$ cat src/rtl/hogq_pkg.sv
package hogq_pkg;

  typedef enum logic [1:0] {
    ST_FILL = 2'd0,
    ST_SCAN = 2'd1,
    ST_SUM  = 2'd2,
    ST_EMIT = 2'd3
  } hogq_state_e;

endpackage

$ cat src/rtl/hogq_cell_buf.sv
module hogq_cell_buf #(
  parameter int PIX_W    = 8,
  parameter int Q_W      = 4,
  parameter int CELL_DIM = 8,
  localparam int CELL_PIX = CELL_DIM * CELL_DIM,
  localparam int IDX_W    = $clog2(CELL_PIX),
  localparam int CRD_W    = $clog2(CELL_DIM)
) (
  input  logic             clk,
  input  logic             wr_en,
  input  logic [IDX_W-1:0] wr_idx,
  input  logic [PIX_W-1:0] wr_pix,
  input  logic [IDX_W-1:0] rd_idx,
  output logic [Q_W-1:0]   nb_left,
  output logic [Q_W-1:0]   nb_right,
  output logic [Q_W-1:0]   nb_up,
  output logic [Q_W-1:0]   nb_down
);

  logic [Q_W-1:0] mem [CELL_PIX];
  logic           unused_low_bits;

  assign unused_low_bits = ^wr_pix[PIX_W-Q_W-1:0];

  always_ff @(posedge clk) begin
    if (wr_en) mem[wr_idx] <= wr_pix[PIX_W-1 -: Q_W];
  end

  logic [CRD_W-1:0] cx, cy, xl, xr, yu, yd;

  always_comb begin
    cx = rd_idx[CRD_W-1:0];
    cy = rd_idx[IDX_W-1:CRD_W];
    xl = (cx == '0) ? cx : cx - 1'b1;
    xr = (cx == CRD_W'(CELL_DIM-1)) ? cx : cx + 1'b1;
    yu = (cy == '0) ? cy : cy - 1'b1;
    yd = (cy == CRD_W'(CELL_DIM-1)) ? cy : cy + 1'b1;
    nb_left  = mem[{cy, xl}];
    nb_right = mem[{cy, xr}];
    nb_up    = mem[{yu, cx}];
    nb_down  = mem[{yd, cx}];
  end

endmodule

$ cat src/rtl/hogq_grad.sv
module hogq_grad #(
  parameter int Q_W = 4,
  localparam int G_W   = Q_W + 1,
  localparam int M_W   = Q_W + 1,
  localparam int BIN_W = 3
) (
  input  logic             clk,
  input  logic             rst_n,
  input  logic             in_v,
  input  logic [Q_W-1:0]   nb_left,
  input  logic [Q_W-1:0]   nb_right,
  input  logic [Q_W-1:0]   nb_up,
  input  logic [Q_W-1:0]   nb_down,
  output logic             out_v,
  output logic [M_W-1:0]   mag,
  output logic [BIN_W-1:0] bin
);

  logic signed [G_W-1:0] gx_q, gy_q;
  logic signed [G_W-1:0] gx_d, gy_d;

  always_comb begin
    gx_d = $signed({1'b0, nb_right}) - $signed({1'b0, nb_left});
    gy_d = $signed({1'b0, nb_down})  - $signed({1'b0, nb_up});
  end

  always_ff @(posedge clk or negedge rst_n) begin
    if (!rst_n) begin
      out_v <= 1'b0;
      gx_q  <= '0;
      gy_q  <= '0;
    end else begin
      out_v <= in_v;
      gx_q  <= gx_d;
      gy_q  <= gy_d;
    end
  end

  logic [G_W-1:0] ax, ay;

  always_comb begin
    ax  = gx_q[G_W-1] ? G_W'(-gx_q) : G_W'(gx_q);
    ay  = gy_q[G_W-1] ? G_W'(-gy_q) : G_W'(gy_q);
    mag = M_W'(ax) + M_W'(ay);
    bin = {gy_q[G_W-1], gx_q[G_W-1], (ax > ay)};
  end

endmodule

$ cat src/rtl/hogq_vote.sv
module hogq_vote #(
  parameter int N_CELLS = 4,
  parameter int N_BINS  = 8,
  parameter int M_W     = 5,
  parameter int ACC_W   = 11,
  localparam int CELL_W = $clog2(N_CELLS),
  localparam int BIN_W  = $clog2(N_BINS),
  localparam int SUM_W  = ACC_W + CELL_W + BIN_W
) (
  input  logic              clk,
  input  logic              rst_n,
  input  logic              clr,
  input  logic              acc_en,
  input  logic [CELL_W-1:0] acc_cell,
  input  logic [BIN_W-1:0]  acc_bin,
  input  logic [M_W-1:0]    acc_mag,
  input  logic [CELL_W-1:0] rd_cell,
  input  logic [BIN_W-1:0]  rd_bin,
  output logic [ACC_W-1:0]  rd_val,
  output logic [SUM_W-1:0]  sum_all
);

  logic [ACC_W-1:0] tbl [N_CELLS][N_BINS];

  for (genvar c = 0; c < N_CELLS; c++) begin : g_cell
    for (genvar b = 0; b < N_BINS; b++) begin : g_bin
      always_ff @(posedge clk or negedge rst_n) begin
        if (!rst_n) begin
          tbl[c][b] <= '0;
        end else if (clr) begin
          tbl[c][b] <= '0;
        end else if (acc_en && acc_cell == CELL_W'(c) && acc_bin == BIN_W'(b)) begin
          tbl[c][b] <= tbl[c][b] + ACC_W'(acc_mag);
        end
      end
    end
  end

  assign rd_val = tbl[rd_cell][rd_bin];

  always_comb begin
    sum_all = '0;
    for (int c = 0; c < N_CELLS; c++) begin
      for (int b = 0; b < N_BINS; b++) begin
        sum_all = sum_all + SUM_W'(tbl[c][b]);
      end
    end
  end

endmodule

$ cat src/rtl/hogq_quant.sv
module hogq_quant #(
  parameter int ACC_W  = 11,
  parameter int SUM_W  = 16,
  parameter int OUT_W  = 3,
  parameter int FRAC_W = 4,
  localparam int MAXQ  = (1 << OUT_W) - 1,
  localparam int CMP_W = SUM_W + FRAC_W + 2
) (
  input  logic [ACC_W-1:0] h,
  input  logic [SUM_W-1:0] s,
  output logic [OUT_W-1:0] q
);

  logic [CMP_W-1:0] h_scaled;
  logic [MAXQ-1:0]  ge;

  assign h_scaled = CMP_W'(h) << FRAC_W;

  for (genvar k = 1; k <= MAXQ; k++) begin : g_step
    assign ge[k-1] = h_scaled >= (CMP_W'(s) * CMP_W'(k));
  end

  always_comb begin
    q = '0;
    if (s != '0) begin
      for (int i = 0; i < MAXQ; i++) q = q + OUT_W'(ge[i]);
    end
  end

endmodule

$ cat src/rtl/hogq_block_desc.sv
module hogq_block_desc
  import hogq_pkg::*;
#(
  parameter int PIX_W    = 8,
  parameter int Q_W      = 4,
  parameter int CELL_DIM = 8,
  parameter int N_CELLS  = 4,
  parameter int N_BINS   = 8,
  parameter int OUT_W    = 3,
  parameter int FRAC_W   = 4
) (
  input  logic             clk,
  input  logic             rst_n,
  input  logic             in_valid,
  output logic             in_ready,
  input  logic [PIX_W-1:0] in_pix,
  output logic             out_valid,
  input  logic             out_ready,
  output logic [OUT_W-1:0] out_data,
  output logic             out_last
);

  localparam int CELL_PIX = CELL_DIM * CELL_DIM;
  localparam int IDX_W    = $clog2(CELL_PIX);
  localparam int SCAN_W   = IDX_W + 1;
  localparam int CELL_W   = $clog2(N_CELLS);
  localparam int BIN_W    = $clog2(N_BINS);
  localparam int ELEM_N   = N_CELLS * N_BINS;
  localparam int ELEM_W   = $clog2(ELEM_N);
  localparam int M_W      = Q_W + 1;
  localparam int ACC_W    = M_W + IDX_W;
  localparam int SUM_W    = ACC_W + CELL_W + BIN_W;

  hogq_state_e       state;
  logic [IDX_W-1:0]  pix_cnt;
  logic [SCAN_W-1:0] scan_cnt;
  logic [CELL_W-1:0] cell_idx;
  logic [ELEM_W-1:0] elem_cnt;
  logic [SUM_W-1:0]  sum_q;

  logic in_hs, out_hs, issue, elem_end, clr_tbl;

  assign in_ready  = (state == ST_FILL);
  assign out_valid = (state == ST_EMIT);
  assign in_hs     = in_valid && in_ready;
  assign out_hs    = out_valid && out_ready;
  assign issue     = (state == ST_SCAN) && (scan_cnt < SCAN_W'(CELL_PIX));
  assign elem_end  = (elem_cnt == ELEM_W'(ELEM_N-1));
  assign out_last  = out_valid && elem_end;
  assign clr_tbl   = out_hs && elem_end;

  always_ff @(posedge clk or negedge rst_n) begin
    if (!rst_n) begin
      state    <= ST_FILL;
      pix_cnt  <= '0;
      scan_cnt <= '0;
      cell_idx <= '0;
      elem_cnt <= '0;
      sum_q    <= '0;
    end else begin
      case (state)
        ST_FILL: begin
          if (in_hs) begin
            if (pix_cnt == IDX_W'(CELL_PIX-1)) begin
              pix_cnt  <= '0;
              scan_cnt <= '0;
              state    <= ST_SCAN;
            end else begin
              pix_cnt <= pix_cnt + 1'b1;
            end
          end
        end
        ST_SCAN: begin
          scan_cnt <= scan_cnt + 1'b1;
          if (scan_cnt == SCAN_W'(CELL_PIX+1)) begin
            if (cell_idx == CELL_W'(N_CELLS-1)) begin
              state <= ST_SUM;
            end else begin
              cell_idx <= cell_idx + 1'b1;
              state    <= ST_FILL;
            end
          end
        end
        ST_SUM: begin
          elem_cnt <= '0;
          state    <= ST_EMIT;
        end
        default: begin
          if (out_hs) begin
            if (elem_end) begin
              elem_cnt <= '0;
              cell_idx <= '0;
              state    <= ST_FILL;
            end else begin
              elem_cnt <= elem_cnt + 1'b1;
            end
          end
        end
      endcase
      if (state == ST_SUM) sum_q <= sum_all;
    end
  end

  logic [Q_W-1:0]   nb_l, nb_r, nb_u, nb_d;
  logic             g_v;
  logic [M_W-1:0]   g_mag;
  logic [BIN_W-1:0] g_bin;
  logic [ACC_W-1:0] rd_val;
  logic [SUM_W-1:0] sum_all;

  hogq_cell_buf #(.PIX_W(PIX_W), .Q_W(Q_W), .CELL_DIM(CELL_DIM)) u_buf (
    .clk      (clk),
    .wr_en    (in_hs),
    .wr_idx   (pix_cnt),
    .wr_pix   (in_pix),
    .rd_idx   (scan_cnt[IDX_W-1:0]),
    .nb_left  (nb_l),
    .nb_right (nb_r),
    .nb_up    (nb_u),
    .nb_down  (nb_d)
  );

  hogq_grad #(.Q_W(Q_W)) u_grad (
    .clk      (clk),
    .rst_n    (rst_n),
    .in_v     (issue),
    .nb_left  (nb_l),
    .nb_right (nb_r),
    .nb_up    (nb_u),
    .nb_down  (nb_d),
    .out_v    (g_v),
    .mag      (g_mag),
    .bin      (g_bin)
  );

  hogq_vote #(.N_CELLS(N_CELLS), .N_BINS(N_BINS), .M_W(M_W), .ACC_W(ACC_W)) u_vote (
    .clk      (clk),
    .rst_n    (rst_n),
    .clr      (clr_tbl),
    .acc_en   (g_v),
    .acc_cell (cell_idx),
    .acc_bin  (g_bin),
    .acc_mag  (g_mag),
    .rd_cell  (elem_cnt[ELEM_W-1:BIN_W]),
    .rd_bin   (elem_cnt[BIN_W-1:0]),
    .rd_val   (rd_val),
    .sum_all  (sum_all)
  );

  hogq_quant #(.ACC_W(ACC_W), .SUM_W(SUM_W), .OUT_W(OUT_W), .FRAC_W(FRAC_W)) u_quant (
    .h (rd_val),
    .s (sum_q),
    .q (out_data)
  );

endmodule

$ cat config.mk
export PLATFORM = sky130hd
export DESIGN_NAME = hogq_block_desc
export DESIGN_NICKNAME = d
export VERILOG_FILES = /design/src/rtl/hogq_pkg.sv /design/src/rtl/hogq_cell_buf.sv /design/src/rtl/hogq_grad.sv /design/src/rtl/hogq_vote.sv /design/src/rtl/hogq_quant.sv /design/src/rtl/hogq_block_desc.sv
export SDC_FILE = /design/constraint.sdc
export NUM_CORES = 2
export LEC_CHECK = 0
export ABC_AREA = 0
export BUFFER_PORTS_ARGS = -buffer_cell sky130_fd_sc_hd__buf_4
export CAP_MARGIN = 10
export CORE_MARGIN = 1.5
export CORE_UTILIZATION = 55
export CTS_CLUSTER_DIAMETER = 100
export CTS_CLUSTER_SIZE = 40
export DETAILED_ROUTE_END_ITERATION = 7
export PLACE_DENSITY = 0.71
export SETUP_SLACK_MARGIN = 0.5
export SYNTH_ARGS = -nofsm -noshare
export SYNTH_HDL_FRONTEND = slang
export SYNTH_SLANG_ARGS = --single-unit
$ cat constraint.sdc
create_clock -name clk -period 13.9 [get_ports clk]
set_input_delay 0 -clock clk [delete_from_list [all_inputs] [get_ports clk]]
set_output_delay 0 -clock clk [all_outputs]
set_load 0.05 [all_outputs]
==> flow_metrics.tcl <==
set metrics [dict create \
    viasPerCell 6.49 \
    clkTransAtPathRegs_ns 0.14 \
    synthCells 4955 \
    max_slew.worst_pin.slew_ns 1.09 \
    numCtsBuffers 29 \
    slew_viol_final 0 \
    synth-edff-count 256 \
    async_flop_share_pct 61.0 \
    cp_slowest_cell "o41ai_1" \
    fp.dieW_um 318 \
    drive_above_1_share_pct 10.0 \
    drt_iter0_markers 5128 \
    fp.dieH_um 318 \
    wl_um 162000 \
    synthToLayoutAreaGrowth_pct 4.75 \
    antenna_cells 0 \
    cp.required_ns 14.45 \
    clock_latency_ns 0.69 \
    dieArea_um2 101000 \
    post_drt_wl_per_cell_um 26.2 \
    path_common_cell "fa_1" \
    fmax_mhz 116 \
    synth_top_area_share_pct 18.4 \
    period_share_pct 62.3 \
    grt_max_degree 153 \
    fin_nets 5644 \
    h-tree-depth 1 \
    worstSetupPathType "reg2reg" \
    fin_util_pct 58.1 \
    rsz0062_at_grt "no" \
    holdWs_ns -0.00236 \
    endpoint_kind "register" \
    fin_crit_ns 8.65 \
    finClkSkew_ns 0.0606 \
    fp-row-count 115 \
    cts.path.max_buffers 3 \
    cp-start-kind "register" \
    synth_fp_nets 5736 \
    crit_path_max_fanout 6 \
    ys_seq_area_share_pct 32.4 \
    hold_violations 1 \
    dr.pass1.iters 6 \
    place_congestion 0.976 \
    hold_class "in2async" \
    yosysTopAreaCell "dfrtp_1" \
    start_util_pct 55.5 \
    synth_area_um2 54600 \
    crit_arrival_ns 9.20 \
    critPathBufInv 4 \
    slew_headroom_pct 26.6 \
    setup_viol 0 \
    grt_pass1_vias 39200 \
    grt_overflow_total 0 \
    tritoncts "built" \
    synth_ff_type "dfrtp_1" \
    setup_tns_ns 0 \
    max_stage_delay_ns 0.55 \
    core_area_um2 98400 \
    portBuffers 13 \
    synth_area_per_cell_um2 11.0 \
    failed_checks "negative hold slack" \
    grt_pass1_wl_um 247000 \
    clock-root-buffer "clkbuf_16" \
    ys_types 84 \
    grt_use_total_pct 32.2 \
    maxCapViolCount 0 \
    io_pins 18 \
    num_vias 40000 \
    status "finished, violations left" \
    final_common_cell "inv_1" \
    final_cell_mix "559 x inv_1, 518 x nor2_1, 397 x ha_1" \
    synth_area_leaders "dfrtp_1 18%, edfxtp_1 14%, fa_1 14%" \
    dp_hpwl_um 124000 \
    yosysWarnings 0 \
    ant_nets 0 \
    synth-seq-cells 657 \
    clock-sinks 657 \
    cpLargestDelayFamily "adder cells" \
    cts_setup_buffers 0 \
    antenna_found_initial 4 \
    fill_cells 8101 \
    drc 0 \
]
==> flip-flops by register name, indices dropped and copies added, names as in the netlist <==
signal	cells
u_buf.mem	256
u_grad.out_v	1
u_grad.gy_q	5
u_grad.gx_q	5
sum_q	16
state	2
pix_cnt	6
cell_idx	2
elem_cnt	5
u_vote.tbl	352
scan_cnt	7
==> through the flow <==
stage               area, µm²  instances  setup WS, ns  hold slack [ns]
floorplan               54600       4955          6.47           -0.296
global placement        56000       6112          5.51            0.151
detailed placement      56000       6112          5.41            0.155
CTS                     57200       6173          5.39           0.0212
global route            57200       6173          4.89           0.0610
finish                  57200       6173          5.25         -0.00236
==> repair_timing <==
item / CTS / global route
gates resized for setup: 0 / 0
endpoints found under the hold margin: 412 / 0
hold buffers: 7 / 0
==> per-layer routing <==
metal / vias up / track usage [%] / routed length [µm]
met5: - / 0 / 0
li1: 17200 / - / -
met3: 339 / 7.53 / 19000
met1: 20100 / 46.3 / 64700
met4: 0 / 11.0 / 6430
met2: 2376 / 48.4 / 71800
==> layout make-up <==
| type | count | area, µm² | share of cell area (%) |
|---|---|---|---|
| sequential | 657 | 17700 | 31.0 |
| tap | 1287 | 1610 | 2.81 |
| inverter | 562 | 2110 | 3.69 |
| clock buffer | 32 | 737 | 1.29 |
| timing repair buffer | 67 | 553 | 0.966 |
| clock inverter | 22 | 403 | 0.704 |
| multi-input combinational | 3546 | 34100 | 59.5 |
==> worst paths after layout <==
kind,start,cells after the start,endpoint,slack [ns]
setup / recovery,u_vote.tbl[331],29,sum_q[13],5.25
hold / removal,rst_n,2,elem_cnt[0],-0.002
setup reg to reg,u_vote.tbl[331],29,sum_q[13],5.25
hold reg to reg,state[1],1,state[1],0.55
max in group asynchronous,rst_n,4,u_vote.tbl[150],11.81
min in group clk,in_valid,4,pix_cnt[2],0.24
==> cell families after synthesis <==
kind of cell             Yosys count  synth area share, %
AO/OA/AOI/OAI                    731                 8.47
XOR/XNOR                         302                 4.88
buffers and inverters            752                 5.36
multiplexers                     430                 14.8
AND/OR/NAND/NOR                 1314                 11.4
adder cells (fa/ha/maj)          769                 22.7
flip-flops                       657                 32.4
==> synth_stat cells, drive strengths merged (13+ instances only) <==
master	n
xor2	86
nand3	116
mux2	24
nand2	247
xnor2	216
mux2i	108
buf	65
nor3	81
fa	371
nor2	520
nor4b	17
o21a	21
mux4	298
edfxtp	256
nand4	43
nor3b	18
clkbuf	125
a211oi	25
o2111ai	15
a31oi	20
or3	44
a21oi	310
ha	398
o21bai	25
nand2b	53
and3	25
a21o	96
inv	562
nor2b	81
nor4	25
a2111oi	13
o21ai	126
dfrtp	401
Power is left out: the tool's default activity adds up to more than one toggle a clock period on the data nets, which glitch-free logic cannot reach.
